$ cat config.mk
export PLATFORM = sky130hd
export DESIGN_NAME = tlbm_ctx_updater
export DESIGN_NICKNAME = d
export VERILOG_FILES = /design/src/rtl/tlbm_pkg.sv /design/src/rtl/tlbm_field_merge.sv /design/src/rtl/tlbm_vector_sel.sv /design/src/rtl/tlbm_ctx_updater.sv
export SDC_FILE = /design/constraint.sdc
export NUM_CORES = 1
export LEC_CHECK = 0
export ABC_AREA = 1
export BUFFER_PORTS_ARGS = -buffer_cell sky130_fd_sc_hd__buf_2
export CAP_MARGIN = 10
export CORE_AREA = 2 2 143 180
export CTS_BUF_LIST = sky130_fd_sc_hd__clkbuf_2
export DETAILED_ROUTE_END_ITERATION = 10
export DIE_AREA = 0 0 145 182
export PLACE_DENSITY_LB_ADDON = 0.05
export SYNTH_ARGS = -nofsm -noshare
export SYNTH_HDL_FRONTEND = slang
export SYNTH_HIERARCHICAL = 1
export SYNTH_SLANG_ARGS = --single-unit
$ cat constraint.sdc
create_clock -name clk -period 0.8 [get_ports clk]
set_input_delay 0.16 -clock clk [delete_from_list [all_inputs] [get_ports clk]]
set_output_delay 0.16 -clock clk [all_outputs]
set_load 0.05 [all_outputs]
$ cat src/rtl/tlbm_pkg.sv
package tlbm_pkg;
  // Exception codes placed in the cause field
  typedef enum logic [4:0] {
    EXC_REFILL_LD = 5'd2,
    EXC_REFILL_ST = 5'd3
  } tlbm_exc_e;
endpackage

$ cat src/rtl/tlbm_field_merge.sv
module tlbm_field_merge #(
  parameter int AW         = 32,
  parameter int PAGE_SHIFT = 13,
  parameter int CTX_LO     = 4
) (
  input  logic [AW-1:0] vaddr,
  input  logic [AW-1:0] ctx_cur,
  input  logic [AW-1:0] ehi_cur,
  output logic [AW-1:0] ctx_new,
  output logic [AW-1:0] ehi_new
);
  localparam int VPN_W  = AW - PAGE_SHIFT;
  localparam int CTX_HI = CTX_LO + VPN_W - 1;

  // Page-number slot of the context is overwritten; base and low bits survive.
  always_comb begin
    ctx_new                = ctx_cur;
    ctx_new[CTX_HI:CTX_LO] = vaddr[AW-1:PAGE_SHIFT];
  end

  // Upper entry-high gets the page number; address-space id is preserved.
  assign ehi_new = {vaddr[AW-1:PAGE_SHIFT], ehi_cur[PAGE_SHIFT-1:0]};
endmodule

$ cat src/rtl/tlbm_vector_sel.sv
module tlbm_vector_sel
  import tlbm_pkg::*;
#(
  parameter int          AW       = 32,
  parameter int          CODE_LSB = 2,
  parameter logic [31:0] VEC_BASE = 32'h8000_0000,
  parameter logic [31:0] GEN_OFS  = 32'h0000_0180,
  parameter int          PC_STEP  = 4
) (
  input  logic          is_store,
  input  logic          ie,
  input  logic [AW-1:0] pc,
  output logic [AW-1:0] cause_new,
  output logic [AW-1:0] epc_new,
  output logic [AW-1:0] vec_new
);
  localparam int CODE_W = 5;
  tlbm_exc_e code;

  always_comb begin
    code      = is_store ? EXC_REFILL_ST : EXC_REFILL_LD;
    cause_new = '0;
    cause_new[CODE_LSB +: CODE_W] = code;
  end

  assign epc_new = pc - AW'(PC_STEP);
  assign vec_new = ie ? AW'(VEC_BASE + GEN_OFS) : AW'(VEC_BASE);
endmodule

$ cat src/rtl/tlbm_ctx_updater.sv
module tlbm_ctx_updater #(
  parameter int          AW         = 32,
  parameter int          PAGE_SHIFT = 13,
  parameter int          CTX_LO     = 4,
  parameter logic [31:0] VEC_BASE   = 32'h8000_0000,
  parameter logic [31:0] GEN_OFS    = 32'h0000_0180
) (
  input  logic          clk,
  input  logic          rst_n,
  input  logic          miss_req,
  input  logic          miss_store,
  input  logic [AW-1:0] miss_vaddr,
  input  logic [AW-1:0] miss_pc,
  input  logic          st_ie,
  input  logic          st_exl,
  input  logic [AW-1:0] ctx_cur,
  input  logic [AW-1:0] ehi_cur,
  output logic          upd_done,
  output logic          exl_we,
  output logic          epc_we,
  output logic [AW-1:0] badvaddr,
  output logic [AW-1:0] context_o,
  output logic [AW-1:0] entryhi_o,
  output logic [AW-1:0] cause_o,
  output logic [AW-1:0] epc_o,
  output logic [AW-1:0] redirect_pc
);
  logic [AW-1:0] ctx_d, ehi_d, cause_d, epc_d, vec_d;
  logic          done_d, epc_we_d;

  logic          done_q, epc_we_q;
  logic [AW-1:0] bva_q, ctx_q, ehi_q, cause_q, epc_q, vec_q;

  tlbm_field_merge #(.AW(AW), .PAGE_SHIFT(PAGE_SHIFT), .CTX_LO(CTX_LO)) u_merge (
    .vaddr   (miss_vaddr),
    .ctx_cur (ctx_cur),
    .ehi_cur (ehi_cur),
    .ctx_new (ctx_d),
    .ehi_new (ehi_d)
  );

  tlbm_vector_sel #(.AW(AW), .VEC_BASE(VEC_BASE), .GEN_OFS(GEN_OFS)) u_vec (
    .is_store  (miss_store),
    .ie        (st_ie),
    .pc        (miss_pc),
    .cause_new (cause_d),
    .epc_new   (epc_d),
    .vec_new   (vec_d)
  );

  // Next-state: pulses and enables
  always_comb begin
    done_d   = miss_req;
    epc_we_d = miss_req & ~st_exl;
  end

  // Pulse registers
  always_ff @(posedge clk or negedge rst_n) begin
    if (!rst_n) begin
      done_q   <= 1'b0;
      epc_we_q <= 1'b0;
    end else begin
      done_q   <= done_d;
      epc_we_q <= epc_we_d;
    end
  end

  // Result registers, enabled by the strobe
  always_ff @(posedge clk or negedge rst_n) begin
    if (!rst_n) begin
      bva_q   <= '0;
      ctx_q   <= '0;
      ehi_q   <= '0;
      cause_q <= '0;
      vec_q   <= '0;
    end else if (miss_req) begin
      bva_q   <= miss_vaddr;
      ctx_q   <= ctx_d;
      ehi_q   <= ehi_d;
      cause_q <= cause_d;
      vec_q   <= vec_d;
    end
  end

  // Exception PC only when not already at exception level
  always_ff @(posedge clk or negedge rst_n) begin
    if (!rst_n)        epc_q <= '0;
    else if (epc_we_d) epc_q <= epc_d;
  end

  assign upd_done    = done_q;
  assign exl_we      = done_q;
  assign epc_we      = epc_we_q;
  assign badvaddr    = bva_q;
  assign context_o   = ctx_q;
  assign entryhi_o   = ehi_q;
  assign cause_o     = cause_q;
  assign epc_o       = epc_q;
  assign redirect_pc = vec_q;

  assert_done_after_req_R7: assert property (@(posedge clk) disable iff (!rst_n)
    miss_req |=> upd_done);
  assert_quiet_no_req_R7: assert property (@(posedge clk) disable iff (!rst_n)
    !miss_req |=> !upd_done && $stable(badvaddr) && $stable(redirect_pc));
  assert_badvaddr_R1: assert property (@(posedge clk) disable iff (!rst_n)
    miss_req |=> badvaddr == $past(miss_vaddr));
  assert_epc_guard_R5: assert property (@(posedge clk) disable iff (!rst_n)
    (miss_req && st_exl) |=> !epc_we && $stable(epc_o));
  assert_vec_low_R6: assert property (@(posedge clk) disable iff (!rst_n)
    (miss_req && !st_ie) |=> redirect_pc == AW'(VEC_BASE));
  assert_store_code_R4: assert property (@(posedge clk) disable iff (!rst_n)
    (miss_req && miss_store) |=> cause_o == AW'(32'h0000_000C));
  assert_entryhi_asid_R3: assert property (@(posedge clk) disable iff (!rst_n)
    miss_req |=> entryhi_o[PAGE_SHIFT-1:0] == $past(ehi_cur[PAGE_SHIFT-1:0]));
endmodule

==> results of run 1 <==
## timing repair
item,in CTS,in global routing
setup endpoints to repair,195,369
gates resized for setup,383,43
endpoints found under the hold margin,388,194
cloned,0,1
pin swaps,0,20
buffers inserted,15,12
hold buffers,136,25
## path summary, 6_finish.rpt
check / slack, ns / to / cells past startpoint
min in group asynchronous: 0.34 / badvaddr[3] / 3
setup / recovery: -0.79 / epc_o[9] / 1
hold / removal: -0.17 / epc_o[3] / 6
max in group asynchronous: -0.02 / context_o[31] / 4
hold reg to reg: 0.52 / badvaddr[13] / 2
setup reg to reg: 0.02 / entryhi_o[2] / 3
## placed cells by master (no fill, tap or decap), types with 3 or more instances in the layout
cell / netlist / routed
sky130_fd_sc_hd__dlygate4sd3_1: 0 / 135
sky130_fd_sc_hd__nand2_2: 6 / 19
sky130_fd_sc_hd__o21ai_1: 7 / 6
sky130_fd_sc_hd__clkinv_1: 0 / 5
sky130_fd_sc_hd__dfrtp_1: 194 / 24
sky130_fd_sc_hd__clkbuf_2: 0 / 19
sky130_fd_sc_hd__xor2_1: 6 / 6
sky130_fd_sc_hd__nand3_1: 37 / 35
sky130_fd_sc_hd__nand4_1: 5 / 5
sky130_fd_sc_hd__nand2_1: 599 / 584
sky130_fd_sc_hd__xnor2_1: 9 / 9
sky130_fd_sc_hd__clkinv_2: 0 / 3
sky130_fd_sc_hd__nor2_2: 7 / 22
sky130_fd_sc_hd__buf_2: 27 / 90
sky130_fd_sc_hd__inv_1: 25 / 22
sky130_fd_sc_hd__nor2_1: 44 / 21
sky130_fd_sc_hd__nor2_4: 2 / 10
sky130_fd_sc_hd__nand2_4: 5 / 7
sky130_fd_sc_hd__buf_6: 1 / 196
sky130_fd_sc_hd__buf_4: 146 / 72
sky130_fd_sc_hd__dfrtp_2: 0 / 170
sky130_fd_sc_hd__buf_12: 0 / 17
sky130_fd_sc_hd__conb_1: 2 / 61
## kinds of logic (layout without fill, tap and decap cells)
family / after synthesis / after routing / share of synthesized area, %
compound gates: 7 / 7 / 0.380
other cells: 2 / 63 / 0.0814
buf+inv: 202 / 575 / 14.6
simple gates: 708 / 708 / 30.8
xor+xnor: 15 / 15 / 1.42
fa+ha+maj: 1 / 1 / 0.136
flops: 194 / 194 / 52.6
## power by group
group | total, mW | switching, mW | internal (mW)
sequential | 11.6 | 0.729 | 10.9
clock | 4.65 | 3.25 | 1.40
combinational | 8.95 | 5.53 | 3.42
## layer usage
layer  wire length (um)  global-route usage (%)
met5                  0                       0
met3               1430                    5.08
met4                309                    5.03
met2              13500                    36.0
met1              10800                    23.5
## tightest hold or removal path: cells and delay by family
| family | cells | cell delay, ns |
|---|---|---|
| buffers and inverters | 3 | 0.24 |
| AND/OR/NAND/NOR | 2 | 0.12 |
| adder cells (fa/ha/maj) | 1 | 0.11 |
## layout make-up
cell class	instances	area (um^2)	share of cell area, %
sequential	194	5070	35.5
timing repair buffer	517	5010	35.1
multi-input combinational	792	3420	24.0
tap	335	419	2.94
inverter	26	124	0.869
clock inverter	13	119	0.834
clock buffer	19	95.1	0.667
antenna	2	5.00	0.0351
## per-stage QoR
step / setup slack (ns) / total power, mW / instance area, um^2
floorplan: -0.224 / 16.8 / 9890
global route: -0.963 / 26.5 / 14300
detailed placement: -0.526 / 18.6 / 11100
finish: -0.793 / 25.2 / 14300
global placement: -0.510 / 18.6 / 11100
CTS: -0.915 / 25.5 / 14000
## flip-flops by register name (all words and copies together), names as in the netlist
name,flops
badvaddr,32
entryhi_o,32
epc_o,32
exl_we,1
context_o,32
redirect_pc,32
cause_o,32
epc_we,1
==> PnR_summary.wiki, run 1 <==
{| class="wikitable"
! Metric !! Value
|-
| Core footprint || 24800 um^2
|-
| Average size of a mapped cell || 8.17 um^2
|-
| F_max || between 600 and 700 MHz
|-
| Final routed DRC violation total || 0
|-
| Maximum number of pins on one net before global-route repair || 54
|-
| Share of the synthesized area in the top cell type || 52.6%
|-
| Count of fill cells added during filler insertion || around 2200
|-
| Netlist area before placement || roughly 9200 um^2
|-
| DIE AREA || 26400 um^2
|-
| Proportion of synthesized flip-flops having asynchronous set or reset || 100%
|-
| Synth Warn # || 6
|-
| Post-layout net count || 1683
|-
| Num Clock Sinks || about 190
|-
| Grt total ovfl || 0
|-
| Kind of cell adding the most delay to the critical path || flip-flops
|-
| Post-route worst setup slack || -0.793 ns
|-
| First-pass detailed-route iteration total || 4
|-
| CP Class || flip-flop to primary output
|-
| Violations in the final reports || negative hold slack, negative setup slack
|-
| Tcrit/Tclk final || 199%
|-
| Root buffer cell || sky130_fd_sc_hd__clkbuf_2
|-
| Max-cap viol count || 0
|-
| Start of the worst register-to-register path || entryhi_o[2]
|-
| Critical path fanouts, max || 2
|-
| Total via count after detailed routing || 8040
|-
| Post-Route Skew || 0 ns
|-
| Max Root-Sink Buffers || 2
|-
| Cell taking the most area after synthesis || sky130_fd_sc_hd__dfrtp_1
|-
| Launching element type of the critical path || flip-flop
|-
| Unrepaired setup endpoints after global routing || yes
|-
| Startpoint of the worst hold path || miss_pc[3]
|-
| Initial DRC count || around 300
|-
| Global-route wire length before repair || approximately 42000 um
|-
| Post-detailed-route count of antenna-violating nets || 0
|-
| Seq cells post-synth || 194
|-
| CTS tree || done
|-
| Result of the run || complete, but fails checks
|-
| Static power due to leakage || approximately 7.4 nW
|-
| Placed Cells || approximately 1700
|-
| Final-layout setup total negative slack || -187.69 ns
|-
| Routability congestion estimate from global placement || 0.924
|-
| Starting utilization of the core area || 37.2%
|-
| Area growth syn-to-layout || 54.5%
|-
| Number of global-route vias before repair || 8039
|-
| CTS buffer count || 17
|-
| Ranking of synthesized cells by instance count || 599 x sky130_fd_sc_hd__nand2_1, 194 x sky130_fd_sc_hd__dfrtp_1, 146 x sky130_fd_sc_hd__buf_4
|-
| Timing startpoint of the critical path || epc_o[9]
|-
| Yosys cell types || 23
|-
| Largest stage delay, worst path || 0.49 ns
|-
| Cell with the most instances after synthesis || sky130_fd_sc_hd__nand2_1
|-
| IO Count || 329
|-
| Pwr per Cell Area || around 1800 nW/um^2
|-
| Most used flip-flop cell after synthesis || sky130_fd_sc_hd__dfrtp_1
|-
| IO Port Bufs || 290
|-
| Worst EP required || 0.64 ns
|-
| Leading post-synthesis cells by cell area || sky130_fd_sc_hd__dfrtp_1 53%, sky130_fd_sc_hd__nand2_1 24%, sky130_fd_sc_hd__buf_4 12%, sky130_fd_sc_hd__nand3_1 2.0%, sky130_fd_sc_hd__nor2_1 1.8%
|-
| Final Setup Violations || 430
|-
| Number of max-slew violations in the final report || 0
|-
| Final number of hold-violating endpoints || 5
|-
| CTS H-tree depth || 4
|-
| Vias per cell || 4.24
|-
| Sequential area share after synthesis || 52.6%
|-
| Fin util || 57.5%
|-
| Hold crit path type || input port to flip-flop
|-
| Clk Latency, worst-skew pair || 0.73 ns
|-
| Min cycle time layout || ~1.6 ns
|-
| Worst-case vdd ir drop || roughly 1100 uV
|-
| Cell Count, Final, Fillers Out || 1898
|-
| Data arrival, critical path || roughly 1.4 ns
|-
| Post-detailed-placement half-perimeter wirelength || 17700 um
|-
| Endpoint type of the worst setup path || primary output
|-
| Vertical extent of the die || 182 um
|-
| Share of layout cells above drive strength 1 || 41.3%
|-
| Number of enable flip-flop cells after synthesis || 0
|-
| Wire per inst || 13.7 um
|-
| Cell type of the slowest stage on the worst timing path || sky130_fd_sc_hd__dfrtp_1
|-
| Critical path, cell by cell || buf_6
|-
| Die Span X || 145 um
|-
| Worst hold margin || -0.173 ns
|-
| Instance count of the mapped netlist || 1129
|-
| Worst path bufs/invs || 1
|-
| Sum of routed wire length over all layers || 26100 um
|-
| Clock Pin Slew Worst Setup and Hold Paths || 0.30 ns
|-
| Initial antenna violation count || 1
|-
| Number of cell rows || 65
|-
| All-layer global routing usage || slightly below 20%
|}
Note: power is estimated with default switching activity, not from simulation.
==> run 2: changes to the inputs <==
--- a/config.mk
+++ b/config.mk
@@ -8,12 +8,11 @@
 export ABC_AREA = 1
 export BUFFER_PORTS_ARGS = -buffer_cell sky130_fd_sc_hd__buf_2
 export CAP_MARGIN = 10
-export CORE_AREA = 2 2 143 180
+export CORE_AREA = 2 2 127 129
 export CTS_BUF_LIST = sky130_fd_sc_hd__clkbuf_2
 export DETAILED_ROUTE_END_ITERATION = 10
-export DIE_AREA = 0 0 145 182
+export DIE_AREA = 0 0 129 131
 export PLACE_DENSITY_LB_ADDON = 0.05
 export SYNTH_ARGS = -nofsm -noshare
 export SYNTH_HDL_FRONTEND = slang
-export SYNTH_HIERARCHICAL = 1
 export SYNTH_SLANG_ARGS = --single-unit
==> PnR_summary.wiki, run 2 <==
{| class="wikitable"
! Metric !! Value
|-
| Result of the run || complete, but fails checks
|-
| Violations in the final reports || negative hold slack, negative setup slack
|-
| Final Setup Violations || approximately 160
|-
| Routability congestion estimate from global placement || slightly below 0.9
|-
| F_max || 698 MHz
|-
| Share of the synthesized area in the top cell type || 46.5%
|-
| Post-route worst setup slack || -0.633 ns
|-
| Worst hold margin || -0.0791 ns
|-
| Most frequent standard cell in the layout excluding fill and tap cells || sky130_fd_sc_hd__nand2_1
|-
| Worst-case vdd ir drop || 926 uV
|-
| Root buffer cell || sky130_fd_sc_hd__clkbuf_2
|-
| Sum of routed wire length over all layers || between 15000 and 20000 um
|-
| Share of layout cells above drive strength 1 || 44.3%
|-
| Seq cells post-synth || 95
|-
| Hold crit path type || input port to flip-flop
|-
| Kind of cell adding the most delay to the critical path || flip-flops
|-
| CTS tree || done
|-
| Final number of hold-violating endpoints || 2
|-
| Pwr per Cell Area || 1740 nW/um^2
|-
| Max-cap viol count || 0
|-
| Flip-flop count of the largest register, all copies and words added || 32
|-
| Initial DRC count || 158
|-
| Post-Route Skew || 0 ns
|-
| Global-route wire length before repair || 24900 um
|-
| Cell taking the most area after synthesis || sky130_fd_sc_hd__dfrtp_1
|-
| Combined flip-flop and latch cell area || roughly 2500 um^2
|-
| Pin slew with the least headroom to its limit || slightly below 0.6 ns
|-
| Ranking of synthesized cells by instance count || 278 x sky130_fd_sc_hd__nand2_1, 100 x sky130_fd_sc_hd__buf_4, 95 x sky130_fd_sc_hd__dfrtp_1
|-
| Launching element type of the critical path || flip-flop
|-
| Area of the multi-input gates || 2150 um^2
|-
| Post-placement setup slack || -0.506 ns
|-
| Post-route cell area || 8640 um^2
|-
| Static power due to leakage || roughly 4.4 nW
|-
| Max-Slew Margin vs Limit || about three fifths
|-
| Unrepaired setup endpoints after global routing || yes
|-
| Num Clock Sinks || 95
|-
| IO Port Bufs || ~230
|-
| Average size of a mapped cell || between 7 and 8 um^2
|-
| Clk Latency, worst-skew pair || approximately 0.56 ns
|-
| Vertical extent of the die || about 130 um
|-
| Data arrival, critical path || 1.27 ns
|-
| Critical path, cell by cell || buf_4
|-
| Post-detailed-placement half-perimeter wirelength || 11600 um
|-
| Starting utilization of the core area || 32.8%
|-
| Most used flip-flop cell after synthesis || sky130_fd_sc_hd__dfrtp_1
|-
| Antenna diode instance count || 0
|-
| Max Root-Sink Buffers || 2
|-
| Commonest cells after routing, fill and taps aside || 270 x sky130_fd_sc_hd__nand2_1, 130 x sky130_fd_sc_hd__buf_6, 94 x sky130_fd_sc_hd__buf_2, 90 x sky130_fd_sc_hd__dlygate4sd3_1, 71 x sky130_fd_sc_hd__dfrtp_2
|-
| CP Class || flip-flop to primary output
|-
| Cell type of the slowest stage on the worst timing path || sky130_fd_sc_hd__dfrtp_2
|-
| Critical path fanouts, max || 4
|-
| Endpoint type of the worst setup path || primary output
|-
| Cell area after placement || 6680 um^2
|-
| Worst path bufs/invs || 1
|-
| Min cycle time layout || 1.43 ns
|-
| Total via count after detailed routing || 5092
|-
| Initial antenna violation count || 0
|-
| Number of enable flip-flop cells after synthesis || 0
|-
| Fin util || a little under three fifths
|-
| CTS buffer count || 9
|-
| Number of global-route vias before repair || 5088
|-
| Overall power consumption || 15.0 mW
|-
| Netlist area before placement || 5120 um^2
|-
| Core footprint || 15600 um^2
|-
| Area growth syn-to-layout || 68.9%
|-
| Cell with the most instances after synthesis || sky130_fd_sc_hd__nand2_1
|-
| Number of max-slew violations in the final report || 0
|-
| Tcrit/Tclk final || 179%
|-
| All-layer global routing usage || 18.7%
|-
| Sequential area share after synthesis || 46.5%
|-
| Final routed DRC violation total || 0
|-
| Leading post-synthesis cells by cell area || sky130_fd_sc_hd__dfrtp_1 46%, sky130_fd_sc_hd__nand2_1 20%, sky130_fd_sc_hd__buf_4 15%, sky130_fd_sc_hd__nor2_1 3.7%, sky130_fd_sc_hd__nand3_1 1.7%
|-
| IO Count || approximately 330
|-
| Post-layout net count || 1119
|-
| Instance count of the mapped netlist || 651
|-
| Post-detailed-route count of antenna-violating nets || 0
|-
| Worst EP required || 0.64 ns
|-
| Synth Warn # || 0
|-
| DIE AREA || 16900 um^2
|-
| Number of cell rows || 46
|-
| Vias per cell || 4.23
|-
| Count of fill cells added during filler insertion || 1431
|-
| First-pass detailed-route iteration total || 4
|-
| CTS H-tree depth || 3
|-
| Yosys cell types || 30
|-
| Maximum number of pins on one net before global-route repair || 37
|-
| Wire per inst || roughly 14 um
|-
| Clock Pin Slew Worst Setup and Hold Paths || 0.27 ns
|-
| Die Span X || 129 um
|-
| Grt total ovfl || 0
|-
| Proportion of synthesized flip-flops having asynchronous set or reset || 100%
|-
| Largest stage delay, worst path || 0.50 ns
|}
[run 2: changes by cell type in the layout (fill, tap and decap cells not counted), moves of 16 or more]
cell	previous run	this run
sky130_fd_sc_hd__nor2_1	21	37
sky130_fd_sc_hd__dlygate4sd3_1	135	90
sky130_fd_sc_hd__nand2_1	584	270
sky130_fd_sc_hd__dfrtp_2	170	71
sky130_fd_sc_hd__nand3_1	35	17
sky130_fd_sc_hd__buf_6	196	130
sky130_fd_sc_hd__buf_4	72	55
[run 2: repair_timing]
action                     in CTS  in global routing
setup buffers                   7                  6
pin swaps                       2                  7
resized for setup             225                 50
hold endpoints to repair      188                 15
setup endpoints to repair     136                190
hold buffers                   94                  7
[run 2: per-layer routing]
metal	track usage [%]	wire, um	vias up
met1	22.8	6750	2369
li1	-	-	2503
met3	3.30	1020	28
met2	32.9	8190	192
met5	0	0	-
met4	7.61	377	0
[run 2: cells by family after synthesis]
kind of cell	after synthesis	share of synthesized area, %
AOI/OAI and AO/OA	28	3.15
xor gates and xnor gates	9	1.54
adders and majority gates	1	0.244
buffers and inverters	142	18.3
DFF	95	46.5
other	1	0.0733
and+or+nand+nor	375	30.2
[run 2: power breakdown]
group	internal, mW	leakage (nW)	switching [mW]
clock	0.750	0.0689	1.78
sequential	5.35	1.07	0.471
combinational	2.37	3.22	4.28
total	8.47	4.36	6.53
[run 2: metrics by stage]
step | hold slack (ns) | instances | TNS (ns)
global placement | 0.0395 | 1088 | -19.37
detailed placement | 0.0360 | 1088 | -20.11
CTS | -0.148 | 1205 | -100.26
global route | -0.133 | 1205 | -101.20
floorplan | -0.136 | 709 | -6.88
finish | -0.0791 | 1205 | -88.67
[run 2: worst paths after layout]
path / end / start / slack, ns / cells after the start
max in group asynchronous: entryhi_o[6] / rst_n / 0.04 / 4
min: epc_we / st_exl / -0.08 / 3
max: context_o[21] / badvaddr[30] / -0.63 / 1
min reg2reg: cause_o[2] / cause_o[2] / 0.53 / 2
max reg2reg: redirect_pc[31] / redirect_pc[31] / 0.01 / 1
min in group asynchronous: epc_we / rst_n / 0.07 / 3
[run 2: tightest hold or removal path, cell delays in order]
cell and delay, ns:
sky130_fd_sc_hd__buf_2 0.13, sky130_fd_sc_hd__nor2_8 0.05, sky130_fd_sc_hd__buf_12 0.15
[run 2: final cells by class]
class | instances | area share [%]
well taps | 216 | 3.13
inverters | 23 | 1.39
repair buffers | 383 | 40.7
multi-input cells | 472 | 24.9
clock buffers | 10 | 0.579
clock inverters | 6 | 0.782
flip-flops and latches | 95 | 28.5
==> run 3: changes to the inputs <==
--- a/config.mk
+++ b/config.mk
@@ -12,7 +12,7 @@
 export CTS_BUF_LIST = sky130_fd_sc_hd__clkbuf_2
 export DETAILED_ROUTE_END_ITERATION = 10
 export DIE_AREA = 0 0 129 131
-export PLACE_DENSITY_LB_ADDON = 0.05
+export PLACE_DENSITY = 0.73
 export SYNTH_ARGS = -nofsm -noshare
 export SYNTH_HDL_FRONTEND = slang
 export SYNTH_SLANG_ARGS = --single-unit
==> constraint.sdc (replaced) <==
create_clock -name clk -period 1.5 [get_ports clk]
set_input_delay 0.3 -clock clk [delete_from_list [all_inputs] [get_ports clk]]
set_output_delay 0.3 -clock clk [all_outputs]
set_load 0.05 [all_outputs]
==> PnR_summary.wiki, run 3 (synthesis results as in run 2) <==
{| class="wikitable"
! Metric !! Value
|-
| Initial DRC count || 222
|-
| IO Port Bufs || 231
|-
| Commonest cells after routing, fill and taps aside || 278 x sky130_fd_sc_hd__nand2_1, 132 x sky130_fd_sc_hd__buf_6, 94 x sky130_fd_sc_hd__buf_2, 92 x sky130_fd_sc_hd__dlygate4sd3_1, 81 x sky130_fd_sc_hd__dfrtp_1
|-
| Clock Pin Slew Worst Setup and Hold Paths || roughly 0.30 ns
|-
| Number of global-route vias before repair || about 4700
|-
| Hold Crit Endpoint || epc_o[3]
|-
| Post-Route Skew || 0 ns
|-
| Grt total ovfl || 0
|-
| DIE AREA || between 15000 and 20000 um^2
|-
| Total via count after detailed routing || 5024
|-
| Final number of hold-violating endpoints || 0
|-
| Start of the worst register-to-register path || epc_o[15]
|-
| Fin util || 52.4%
|-
| CTS tree || done
|-
| Final routed DRC violation total || 0
|-
| Depth of the worst register-to-register path || 4
|-
| Num Clock Sinks || 95
|-
| Post-detailed-route count of antenna-violating nets || 0
|-
| Vias per cell || approximately 4.2
|-
| Reg-to-reg endpoint || epc_o[15]
|-
| Min cycle time layout || 1.63 ns
|-
| All-layer global routing usage || 18.0%
|-
| Launching element type of the critical path || flip-flop
|-
| Antenna diode instance count || 0
|-
| Timing startpoint of the critical path || badvaddr[17]
|-
| Worst path bufs/invs || 1
|-
| Maximum number of pins on one net before global-route repair || 61
|-
| Endpoint type of the worst setup path || primary output
|-
| F_max || 615 MHz
|-
| First-pass detailed-route iteration total || 4
|-
| Most frequent standard cell in the layout excluding fill and tap cells || sky130_fd_sc_hd__nand2_1
|-
| Critical path, cell by cell || buf_6
|-
| Result of the run || complete, but fails checks
|-
| Core footprint || 15600 um^2
|-
| Startpoint of the worst hold path || miss_pc[3]
|-
| Routability congestion estimate from global placement || 0.881
|-
| Share of layout cells above drive strength 1 || 34.4%
|-
| Area growth syn-to-layout || 59.6%
|-
| Data arrival, critical path || 1.33 ns
|-
| Max-cap viol count || 0
|-
| Pin slew with the least headroom to its limit || 0.676 ns
|-
| Post-layout net count || between 1000 and 1500
|-
| Clk Latency, worst-skew pair || 0.58 ns
|-
| Cell Count, Final, Fillers Out || around 1200
|-
| Final Setup Violations || 104
|-
| Cell area after placement || 6020 um^2
|-
| Tcrit/Tclk final || 108%
|-
| Violations in the final reports || negative setup slack
|-
| Post-detailed-placement half-perimeter wirelength || about 10000 um
|-
| Cell type of the slowest stage on the worst timing path || sky130_fd_sc_hd__dfrtp_2
|-
| Unrepaired setup endpoints after global routing || yes
|-
| Flip-flop count of the largest register, all copies and words added || 32
|-
| Max-Slew Margin vs Limit || a little over half
|-
| Number of max-slew violations in the final report || 0
|-
| Placed Cells || between 1000 and 1500
|-
| Hold crit path type || input port to flip-flop
|-
| Post-route cell area || 8170 um^2
|-
| Starting utilization of the core area || 32.8%
|-
| Critical path fanouts, max || 4
|-
| Root buffer cell || sky130_fd_sc_hd__clkbuf_2
|-
| Global-route wire length before repair || 23800 um
|-
| Worst-case vdd ir drop || 426 uV
|-
| CTS H-tree depth || 3
|-
| Number of gates on the worst path with buffers counted || 1
|-
| Pwr per Cell Area || ~970 nW/um^2
|-
| Overall power consumption || about 7.9 mW
|-
| Wire per inst || 13.6 um
|-
| Largest stage delay, worst path || between 0.5 and 0.6 ns
|-
| Post-route worst setup slack || -0.126 ns
|-
| Max Root-Sink Buffers || 2
|-
| CP Class || flip-flop to primary output
|-
| Sum of routed wire length over all layers || 16200 um
|-
| Initial antenna violation count || 0
|-
| Number of cell rows || 46
|-
| Worst-case register-to-register setup slack || 0.59 ns
|-
| Cell depth of the worst min-delay path || 4
|-
| Die Span X || 129 um
|-
| CTS buffer count || 9
|-
| Static power due to leakage || 4.27 nW
|-
| Worst EP required || 1.20 ns
|-
| IO Count || 329
|-
| Kind of cell adding the most delay to the critical path || flip-flops
|-
| Vertical extent of the die || 131 um
|}
[run 3: cell types whose count changed in the layout (fill, tap and decap cells not counted), sizes merged]
cell and delta:
buf -16, clkinvlp -2, dlygate4sd3 +2, dlymetal6s4s -2
inv +2
[run 3: what timing repair did]
item | in CTS | in global routing
gates resized for setup | 250 | 32
pin swaps | 0 | 0
hold buffers | 92 | 0
endpoints found under the hold margin | 184 | 0
buffers inserted | 22 | 11
endpoints found under the setup margin | 136 | 136
[run 3: worst max-delay path by stage]
stage                        end  slack (ns)
floorplan              epc_o[18]        0.25
global placement       epc_o[26]        0.02
detailed placement     epc_o[18]        0.02
CTS                 badvaddr[29]       -0.18
global route        badvaddr[31]       -0.19
finish              badvaddr[17]       -0.13
[run 3: worst register-to-register path: stages (launching register included)]
cell and delay [ns]:
sky130_fd_sc_hd__dfrtp_1 0.45, sky130_fd_sc_hd__buf_4 0.13, sky130_fd_sc_hd__buf_4 0.12, sky130_fd_sc_hd__nand2_1 0.05
sky130_fd_sc_hd__o21ai_1 0.07
[run 3: power breakdown]
| group | switching [mW] | internal, mW |
|---|---|---|
| combinational | 2.26 | 1.20 |
| clock | 0.950 | 0.422 |
| sequential | 0.241 | 2.83 |
| total | 3.46 | 4.45 |
[run 3: per-layer routing]
metal  vias to the layer above  global-route usage [%]  part of all wire [%]
met3                        19                    3.91                   7.2
met5                         -                       0                     0
met4                         0                    6.84                   1.6
met1                      2330                    20.4                    39
li1                       2467                       -                     -
met2                       208                    33.1                    52
[run 3: area by class of cell]
type | count | area (um^2)
sequential | 95 | 2390
tap | 216 | 270
clock inverter | 6 | 73.8
clock buffer | 10 | 50.0
inverter | 23 | 86.3
timing repair buffer | 367 | 3270
fill | 1378 | 7430
multi-input combinational | 472 | 2020
[run 3: per-stage QoR]
step / setup WS (ns) / TNS, ns / hold WS (ns)
2_1_floorplan: 0.247 / 0 / 0.00441
3_3_place_gp: 0.0230 / 0 / 0.175
3_5_place_dp: 0.0181 / 0 / 0.174
4_1_cts: -0.179 / -15.49 / 0.00870
5_1_grt: -0.192 / -15.83 / 0.0622
6_report: -0.126 / -5.87 / 0.0781
